==> src/rtl/dbus_pkg.sv <==
package dbus_pkg;
  typedef enum logic {
    CYC_READ  = 1'b0,
    CYC_WRITE = 1'b1
  } cyc_e;

  function automatic cyc_e to_cyc(input logic wr);
    return wr ? CYC_WRITE : CYC_READ;
  endfunction
endpackage

==> src/rtl/dbus_out_reg.sv <==
module dbus_out_reg #(
  parameter int DW = 8
) (
  input  logic          clk,
  input  logic          rst_n,
  input  logic          ph1_en,
  input  logic [DW-1:0] d,
  output logic [DW-1:0] q
);
  // Outgoing data register: loads only in phase one.
  always_ff @(posedge clk or negedge rst_n) begin
    if (!rst_n)      q <= '0;
    else if (ph1_en) q <= d;
  end
endmodule

==> src/rtl/dbus_pad_ctrl.sv <==
module dbus_pad_ctrl #(
  parameter int DW = 8
) (
  input  logic           rst_n,
  input  dbus_pkg::cyc_e cyc,
  input  logic           ph2_en,
  input  logic [DW-1:0]  odr,
  output logic           pad_oe,
  output logic [DW-1:0]  pad_dout
);
  import dbus_pkg::*;

  logic drive;

  // Pins are driven only in the phase-two half of a write; reset forces off.
  always_comb begin
    drive    = rst_n && (cyc == CYC_WRITE) && ph2_en;
    pad_oe   = drive;
    pad_dout = drive ? odr : '0;
  end
endmodule

==> src/rtl/dbus_in_capture.sv <==
module dbus_in_capture #(
  parameter int DW = 8
) (
  input  logic           clk,
  input  logic           rst_n,
  input  logic           ph2_en,
  input  dbus_pkg::cyc_e cyc,
  input  logic           op_fetch,
  input  logic [DW-1:0]  pad_din,
  input  logic [DW-1:0]  odr,
  output logic [DW-1:0]  in_hold,
  output logic [DW-1:0]  pdec_byte,
  output logic           pdec_vld
);
  import dbus_pkg::*;

  logic [DW-1:0] bus_val;
  logic          opc_mark;

  // The value present on the bus in phase two: our own drive on a write,
  // the pads on a read.
  always_comb begin
    bus_val  = (cyc == CYC_WRITE) ? odr : pad_din;
    opc_mark = (cyc == CYC_READ) && op_fetch;
  end

  always_ff @(posedge clk or negedge rst_n) begin
    if (!rst_n) begin
      in_hold   <= '0;
      pdec_byte <= '0;
      pdec_vld  <= 1'b0;
    end else if (ph2_en) begin
      in_hold   <= bus_val;
      pdec_byte <= bus_val;
      pdec_vld  <= opc_mark;
    end
  end
endmodule

==> src/rtl/dbus_twophase_if.sv <==
module dbus_twophase_if #(
  parameter int DW = 8
) (
  input  logic          clk,
  input  logic          rst_n,
  input  logic          ph1_en,
  input  logic          ph2_en,
  input  logic          bus_wr,
  input  logic          op_fetch,
  input  logic [DW-1:0] core_wdata,
  input  logic [DW-1:0] pad_din,
  output logic          pad_oe,
  output logic [DW-1:0] pad_dout,
  output logic [DW-1:0] in_hold,
  output logic [DW-1:0] pdec_byte,
  output logic          pdec_vld
);
  import dbus_pkg::*;

  cyc_e          cyc;
  logic [DW-1:0] odr_q;

  assign cyc = to_cyc(bus_wr);

  dbus_out_reg #(.DW(DW)) u_odr (
    .clk    (clk),
    .rst_n  (rst_n),
    .ph1_en (ph1_en),
    .d      (core_wdata),
    .q      (odr_q)
  );

  dbus_pad_ctrl #(.DW(DW)) u_pad (
    .rst_n    (rst_n),
    .cyc      (cyc),
    .ph2_en   (ph2_en),
    .odr      (odr_q),
    .pad_oe   (pad_oe),
    .pad_dout (pad_dout)
  );

  dbus_in_capture #(.DW(DW)) u_cap (
    .clk       (clk),
    .rst_n     (rst_n),
    .ph2_en    (ph2_en),
    .cyc       (cyc),
    .op_fetch  (op_fetch),
    .pad_din   (pad_din),
    .odr       (odr_q),
    .in_hold   (in_hold),
    .pdec_byte (pdec_byte),
    .pdec_vld  (pdec_vld)
  );
endmodule

==> config.mk <==
export PLATFORM = sky130hd
export DESIGN_NAME = dbus_twophase_if
export DESIGN_NICKNAME = d
export VERILOG_FILES = /design/src/rtl/dbus_pkg.sv /design/src/rtl/dbus_out_reg.sv /design/src/rtl/dbus_pad_ctrl.sv /design/src/rtl/dbus_in_capture.sv /design/src/rtl/dbus_twophase_if.sv
export SDC_FILE = /design/constraint.sdc
export NUM_CORES = 1
export LEC_CHECK = 0
export BUFFER_PORTS_ARGS = -buffer_cell sky130_fd_sc_hd__buf_2
export CORE_MARGIN = 4
export CORE_UTILIZATION = 46
export CTS_CLUSTER_DIAMETER = 60
export CTS_CLUSTER_SIZE = 20
export DETAILED_ROUTE_END_ITERATION = 10
export GPL_TIMING_DRIVEN = 0
export PLACE_DENSITY = 0.9
export SETUP_SLACK_MARGIN = 0.2
export SLEW_MARGIN = 40
export SYNTH_ARGS = -nofsm -noshare
export SYNTH_HDL_FRONTEND = slang
export SYNTH_SLANG_ARGS = --single-unit
==> constraint.sdc <==
create_clock -name clk -period 1.9 [get_ports clk]
set_input_delay 0.095 -clock clk [delete_from_list [all_inputs] [get_ports clk]]
set_output_delay 0.095 -clock clk [all_outputs]
set_load 0.005 [all_outputs]
==> metrics, run 1 <==
fraction of layout cells with a size suffix above 1 49.6%; Root Driver clkbuf_4; residual DRC count 0; CTS tree yes; ant diodes 0; Mapped Area 847 sq um; Clock Skews 0.000995 ns; Setup crit end kind output port; fraction of the mapped netlist area in adder cells 0%; hold slack 0.00664 ns; total negative slack 0 ns; Hold EP u_odr.q[3]$_DFFE_PN0P_; Crit Path Category in -> out; EDFF count, synth 0; initial antenna violation count 0; GPL Wtd Cong 0.740; DIE WIDTH 50.9 um; Site Rows 15; postcts setup bufs 0; Critical Path AT 1.32 ns; min Tclk post-route 1.42 ns; Cell Chain, Critical Path dlygate4sd3_1 > buf_2 > and3_4 > buf_6 > and2_1 > buf_2; register bit count reported by yosys 17; DR WL/cell 13.0 um; Compound-Gate Fraction of Synth Area 5.32%; die area 0.00259 sq mm; internal reg-to-reg setup slack 1.05 ns; Worst-Skew Late Latency 0.29 ns; cell family with most CP delay buffers and inverters; placed instance count 143; H-tree level count 1; FF-to-FF path depth 1; Slew HR 74.8%; hold_sp core_wdata[3]; core footprint 0.00173 sq mm; top-count cell post-synth dfrtp_1; Post-DRT Antenna Nets 0; Unique masters post-synth 13; largest family of logic cells by synthesized area multiplexers; min-delay worst type in -> reg; Total Power 814 uW; largest net degree at the start of global routing 18; initial core utilization 49.1%; WP data required 1.80 ns; Crit path top cell by count buf_2; first-pass GRT wire length 3.26 mm; Die Y 50.9 um; CTS Buffer Depth 2; CP Launch Point rst_n; Post-Synthesis Cells 74; Pwr Density 708 mW/mm^2; First-pass DRT Iterations 2; Post-Synth Simple-Gate Area 11.7%; share of the synthesized area in the top cell type 50.2%; vias after detailed routing 717; worst r2r src u_odr.q[2]$_DFFE_PN0P_; clk sinks 17; Hold Fails Final Rpt 0; final net count 148; worst slew pin tran 0.377 ns; CP max stage cell dlygate4sd3_1; Synth async-reset ratio 100%; Finished Layout Cells 150; LEAKAGE 0.608 nW; CTS clk-pin slew, worst paths 0.09 ns; initial detailed-routing violation count 6; IO Port Bufs 44; number of global-route vias before repair 694; Setup Viol. Count Final 0; Worst VDD drop 0.505 mV; max_cap viols 0; gr usage total 17.4%; max-slew violations 0; post-synth top area cell dfrtp_1; Buf/Inv on CP 4; Synth Warn # 0; post-synthesis mux area share 20.1%; gr ovfl total 0; Top FF cell, synth dfrtp_1; WL final 1.95 mm; DR vias/cell 4.78; status complete, no violations; RSZ-0062 raised after global routing false; CTS Buf Count 3; # IOs 48; Post-Syn Area per Cell 11.4 sq um; Max stage delay on crit path 0.53 ns; post_cts resized 0; largest fanout on the critical path 9; Final Cycle Share 74.5%; cells taking the most area after synthesis dfrtp_1 50%, mux2_1 11%, mux2i_1 9.5%; Post-Syn Nets 96; xor/xnor share of the synthesized area 0%; hold path depth 2; Seq/Total Area, Yosys 50.2%; fmax 706 MHz; capture point of the worst reg-to-reg path u_odr.q[2]$_DFFE_PN0P_; P&R area growth vs syn 35.7%; CP startpoint kind input pin
-- stage by stage --
stage / area, sq um / util, % / setup WS (ns)
3_5_place_dp: 1100 / 63.6 / 0.736
4_1_cts: 1130 / 65.7 / 0.820
2_1_floorplan: 847 / - / 1.15
5_1_grt: 1150 / 66.6 / 0.433
3_3_place_gp: 1100 / 63.6 / 0.768
6_report: 1150 / 66.6 / 0.484
-- cells by family (layout without fill, tap and decap cells) --
group,after synthesis,count (layout)
AO/OA/AOI/OAI,9,9
buffers and inverters,14,65
AND/OR/NAND/NOR,18,18
flip-flops,17,17
multiplexers,16,16
-- layer usage --
layer / part of all wire [%] / track usage, % / vias up
li1: - / - / 342
met1: 39 / 18.2 / 345
met2: 53 / 31.1 / 25
met3: 5.2 / 3.21 / 5
met4: 2.8 / 11.7 / 0
met5: 0 / 0 / -
-- sequential cells by signal (all words and copies together) (netlist names) --
name	flops
u_cap.pdec_byte	8
u_odr.q	8
u_cap.pdec_vld	1
-- worst max path at each step --
stage	end	slack, ns	cells past startpoint
5_1_grt	pad_dout[1]	0.43	6
3_5_place_dp	pad_dout[1]	0.74	5
4_1_cts	pad_dout[6]	0.82	2
6_report	pad_dout[1]	0.48	6
3_3_place_gp	pad_dout[5]	0.77	5
2_1_floorplan	u_odr.q[0]$_DFFE_PN0P_	1.15	1
-- timing repair --
action,in CTS,in global routing
hold buffers,1,2
endpoints found under the hold margin,17,18
setup endpoints to repair,0,0
-- cells in the final DEF (no fill, tap or decap), drive strengths merged, types with 2 or more instances in the layout --
| cell type | count |
|---|---|
| buf | 58 |
| mux2 | 8 |
| dfrtp | 17 |
| clkbuf | 4 |
| dlygate4sd3 | 2 |
| nor2 | 8 |
| and2 | 8 |
| a21oi | 8 |
| mux2i | 8 |
-- layout make-up --
class                   count  area (sq um)
fillers                   147           577
inverters                   1          3.75
well taps                  25          31.3
multi-input cells          43           314
flip-flops and latches     17           425
clock buffers               4          26.3
repair buffers             47           245
plain buffers              13           104
-- report_power, final --
part           internal (mW)  switching, mW  leakage, nW  total, mW
Combinational          0.112         0.0749        0.398      0.187
Clock                 0.0819          0.116       0.0150      0.197
Sequential             0.401         0.0293        0.196      0.430
Total                  0.594          0.220        0.608      0.814
No activity file was read; power rests on OpenSTA's default activity.
==> inputs of run 2 (changes only) <==
- CORE_UTILIZATION: 46 -> 42
- PLACE_DENSITY: 0.9 -> 0.84
- clock period: 1.9 -> 1.4 ns (I/O delays scaled with it)
==> run 2 against run 1 <==
Cell area grew 3.5%; sequential cell count unchanged; largest cell class unchanged; clock skew down 0.00080 ns; wire length fell by 2.0%; final cell count up 2.7%; die area grew 8.0%; non-clock buffer count up 4; sequential share of layout area fell by 1.2 points.
==> metrics, run 2 (synthesis gave the netlist of run 1 again) <==
core footprint 0.00182 sq mm (was 0.00173 sq mm); status complete, no violations (unchanged); first-pass GRT wire length 2.97 mm (was 3.26 mm); CTS Buf Count 3 (unchanged); DR WL/cell 12.4 um (was 13.0 um); GPL Wtd Cong 0.738 (was 0.740); CTS tree yes (unchanged); initial antenna violation count 0 (unchanged); First-pass DRT Iterations 4 (was 2); Root Driver clkbuf_4 (unchanged); CP Launch Point u_odr.q[2]$_DFFE_PN0P_ (was rst_n); internal reg-to-reg setup slack 0.60 ns (was 1.05 ns); Critical Path AT 0.95 ns (was 1.32 ns); Worst-Skew Late Latency 0.28 ns (was 0.29 ns); Worst VDD drop 0.673 mV (was 0.505 mV); vias after detailed routing 695 (was 717); Hold Fails Final Rpt 0 (unchanged); Setup Viol. Count Final 0 (unchanged); most common cell after layout, fill and taps aside buf_2 (unchanged); Post-DRT Antenna Nets 0 (unchanged); DIE WIDTH 52.9 um (was 50.9 um); residual DRC count 0 (unchanged); largest fanout on the critical path 3 (was 9); IO Port Bufs 44 (unchanged); end point of the critical path pad_dout[2] (was pad_dout[1]); Crit Path Category reg -> out (was in -> out); CTS clk-pin slew, worst paths 0.09 ns (about the same); filler cell count 150 (was 147); P&R area growth vs syn 40.5% (was 35.7%); Placed Area 0.00110 sq mm (unchanged); WL final 1.91 mm (was 1.95 mm); final net count 152 (was 148); initial core utilization 46.5% (was 49.1%); min Tclk post-route 1.02 ns; die area 0.00280 sq mm (was 0.00259 sq mm); biggest regs u_cap.pdec_byte (8), u_odr.q (8), u_cap.pdec_vld (1) (unchanged); fmax 985 MHz; initial detailed-routing violation count 11 (was 6); Clock Skews 0.000198 ns (was 0.000995 ns); most frequent cells in the layout 47 x buf_2, 17 x dfrtp_1 (unchanged); FF-to-FF path depth 1 (unchanged); largest net degree at the start of global routing 18 (unchanged); CTS Buffer Depth 2 (unchanged); total negative slack 0 ns (unchanged); LEAKAGE 0.625 nW (was 0.608 nW); Final Cycle Share 72.5%; RSZ-0062 raised after global routing false (unchanged); cell family with most CP delay flip-flops (was buffers and inverters); capture point of the worst reg-to-reg path u_odr.q[5]$_DFFE_PN0P_ (was u_odr.q[2]$_DFFE_PN0P_); max-slew violations 0 (unchanged); Pwr Density 922 mW/mm^2 (was 708 mW/mm^2); detailed placement HPWL 1.47 mm; CP max stage cell dfrtp_1 (was dlygate4sd3_1); Setup crit end kind output port (unchanged); clk sinks 17 (unchanged); H-tree level count 1 (unchanged); number of global-route vias before repair 684 (was 694); post_cts resized 0 (unchanged); Buf/Inv on CP 1 (was 4); worst r2r src u_odr.q[5]$_DFFE_PN0P_ (was u_odr.q[2]$_DFFE_PN0P_); ant diodes 0 (unchanged); worst slew pin tran 0.357 ns (was 0.377 ns); Site Rows 15 (unchanged); Levels on crit path 2 (was 6); design area 0.00119 sq mm (was 0.00115 sq mm); min-delay worst type in -> reg (unchanged); Die Y 52.9 um (was 50.9 um); Max stage delay on crit path 0.41 ns (was 0.53 ns); CP startpoint kind register (was input pin); WP data required 1.33 ns (was 1.80 ns); gr ovfl total 0 (unchanged); Cell Chain, Critical Path and2_1 > buf_2 (was dlygate4sd3_1 > buf_2 > and3_4 > buf_6 > and2_1 > buf_2); max_cap viols 0 (unchanged); fraction of layout cells with a size suffix above 1 48.1% (was 49.6%); Slew HR 76.2% (was 74.8%); DR vias/cell 4.51 (was 4.78); # IOs 48 (unchanged); gr usage total 14.8% (was 17.4%)
-- run 2: cell count changes in the layout (fill, tap and decap cells not counted), sizes merged --
| cell | delta |
|---|---|
| dlygate4sd3 | +4 |
-- run 2: timing repair --
item	in CTS	in global routing
hold endpoints to repair	22	17
hold buffers	6	1
setup buffers	0	0
-- run 2: final cells by class --
| class | count | area [sq um] | share of cell area [%] |
|---|---|---|---|
| Timing Repair Buffer | 51 | 285 | 24.0 |
| Multi-Input combinational cell | 43 | 314 | 26.4 |
| Buffer | 13 | 104 | 8.73 |
| Clock buffer | 4 | 26.3 | 2.21 |
| Inverter | 1 | 3.75 | 0.315 |
| Tap cell | 25 | 31.3 | 2.63 |
| Sequential cell | 17 | 425 | 35.8 |
-- run 2: where the power goes --
part / leakage, nW / internal [mW] / switching, mW / total, mW
Combinational: 0.414 / 0.159 / 0.103 / 0.262
Clock: 0.0150 / 0.111 / 0.143 / 0.254
Sequential: 0.196 / 0.544 / 0.0374 / 0.581
-- run 2: per-stage QoR --
| stage | hold slack [ns] | utilization (%) | setup slack (ns) | instances | power [mW] |
|---|---|---|---|---|---|
| after floorplan | -0.226 | - | 0.652 | 74 | 0.721 |
| final | 0.00511 | 65.4 | 0.385 | 154 | 1.10 |
| after CTS | 0.00107 | 65.1 | 0.373 | 153 | 1.11 |
| after global routing | 0.0109 | 65.4 | 0.341 | 154 | 1.16 |
| after detailed placement | 0.00818 | 60.3 | 0.308 | 143 | 0.843 |
| after global placement | 0.00441 | 60.3 | 0.314 | 143 | 0.835 |
-- run 2: routing by layer --
layer | vias up | global-route usage (%) | share of wire [%]
met2 | 27 | 28.3 | 55
met5 | - | 0 | 0
met1 | 316 | 15.4 | 36
met4 | 0 | 3.83 | 0.47
li1 | 350 | - | -
met3 | 2 | 4.51 | 8.3
-- run 2: worst min-delay path by stage --
stage                             start                             end  slack (ns)  cells after the start
after floorplan                   rst_n  u_cap.pdec_byte[0]$_DFFE_PN0P_       -0.23                      0
after global placement            rst_n          u_odr.q[0]$_DFFE_PN0P_       0.004                      1
after detailed placement          rst_n          u_odr.q[2]$_DFFE_PN0P_       0.008                      1
after CTS                 core_wdata[6]          u_odr.q[6]$_DFFE_PN0P_       0.001                      2
after global routing      core_wdata[6]          u_odr.q[6]$_DFFE_PN0P_        0.01                      2
final                     core_wdata[6]          u_odr.q[6]$_DFFE_PN0P_       0.005                      2
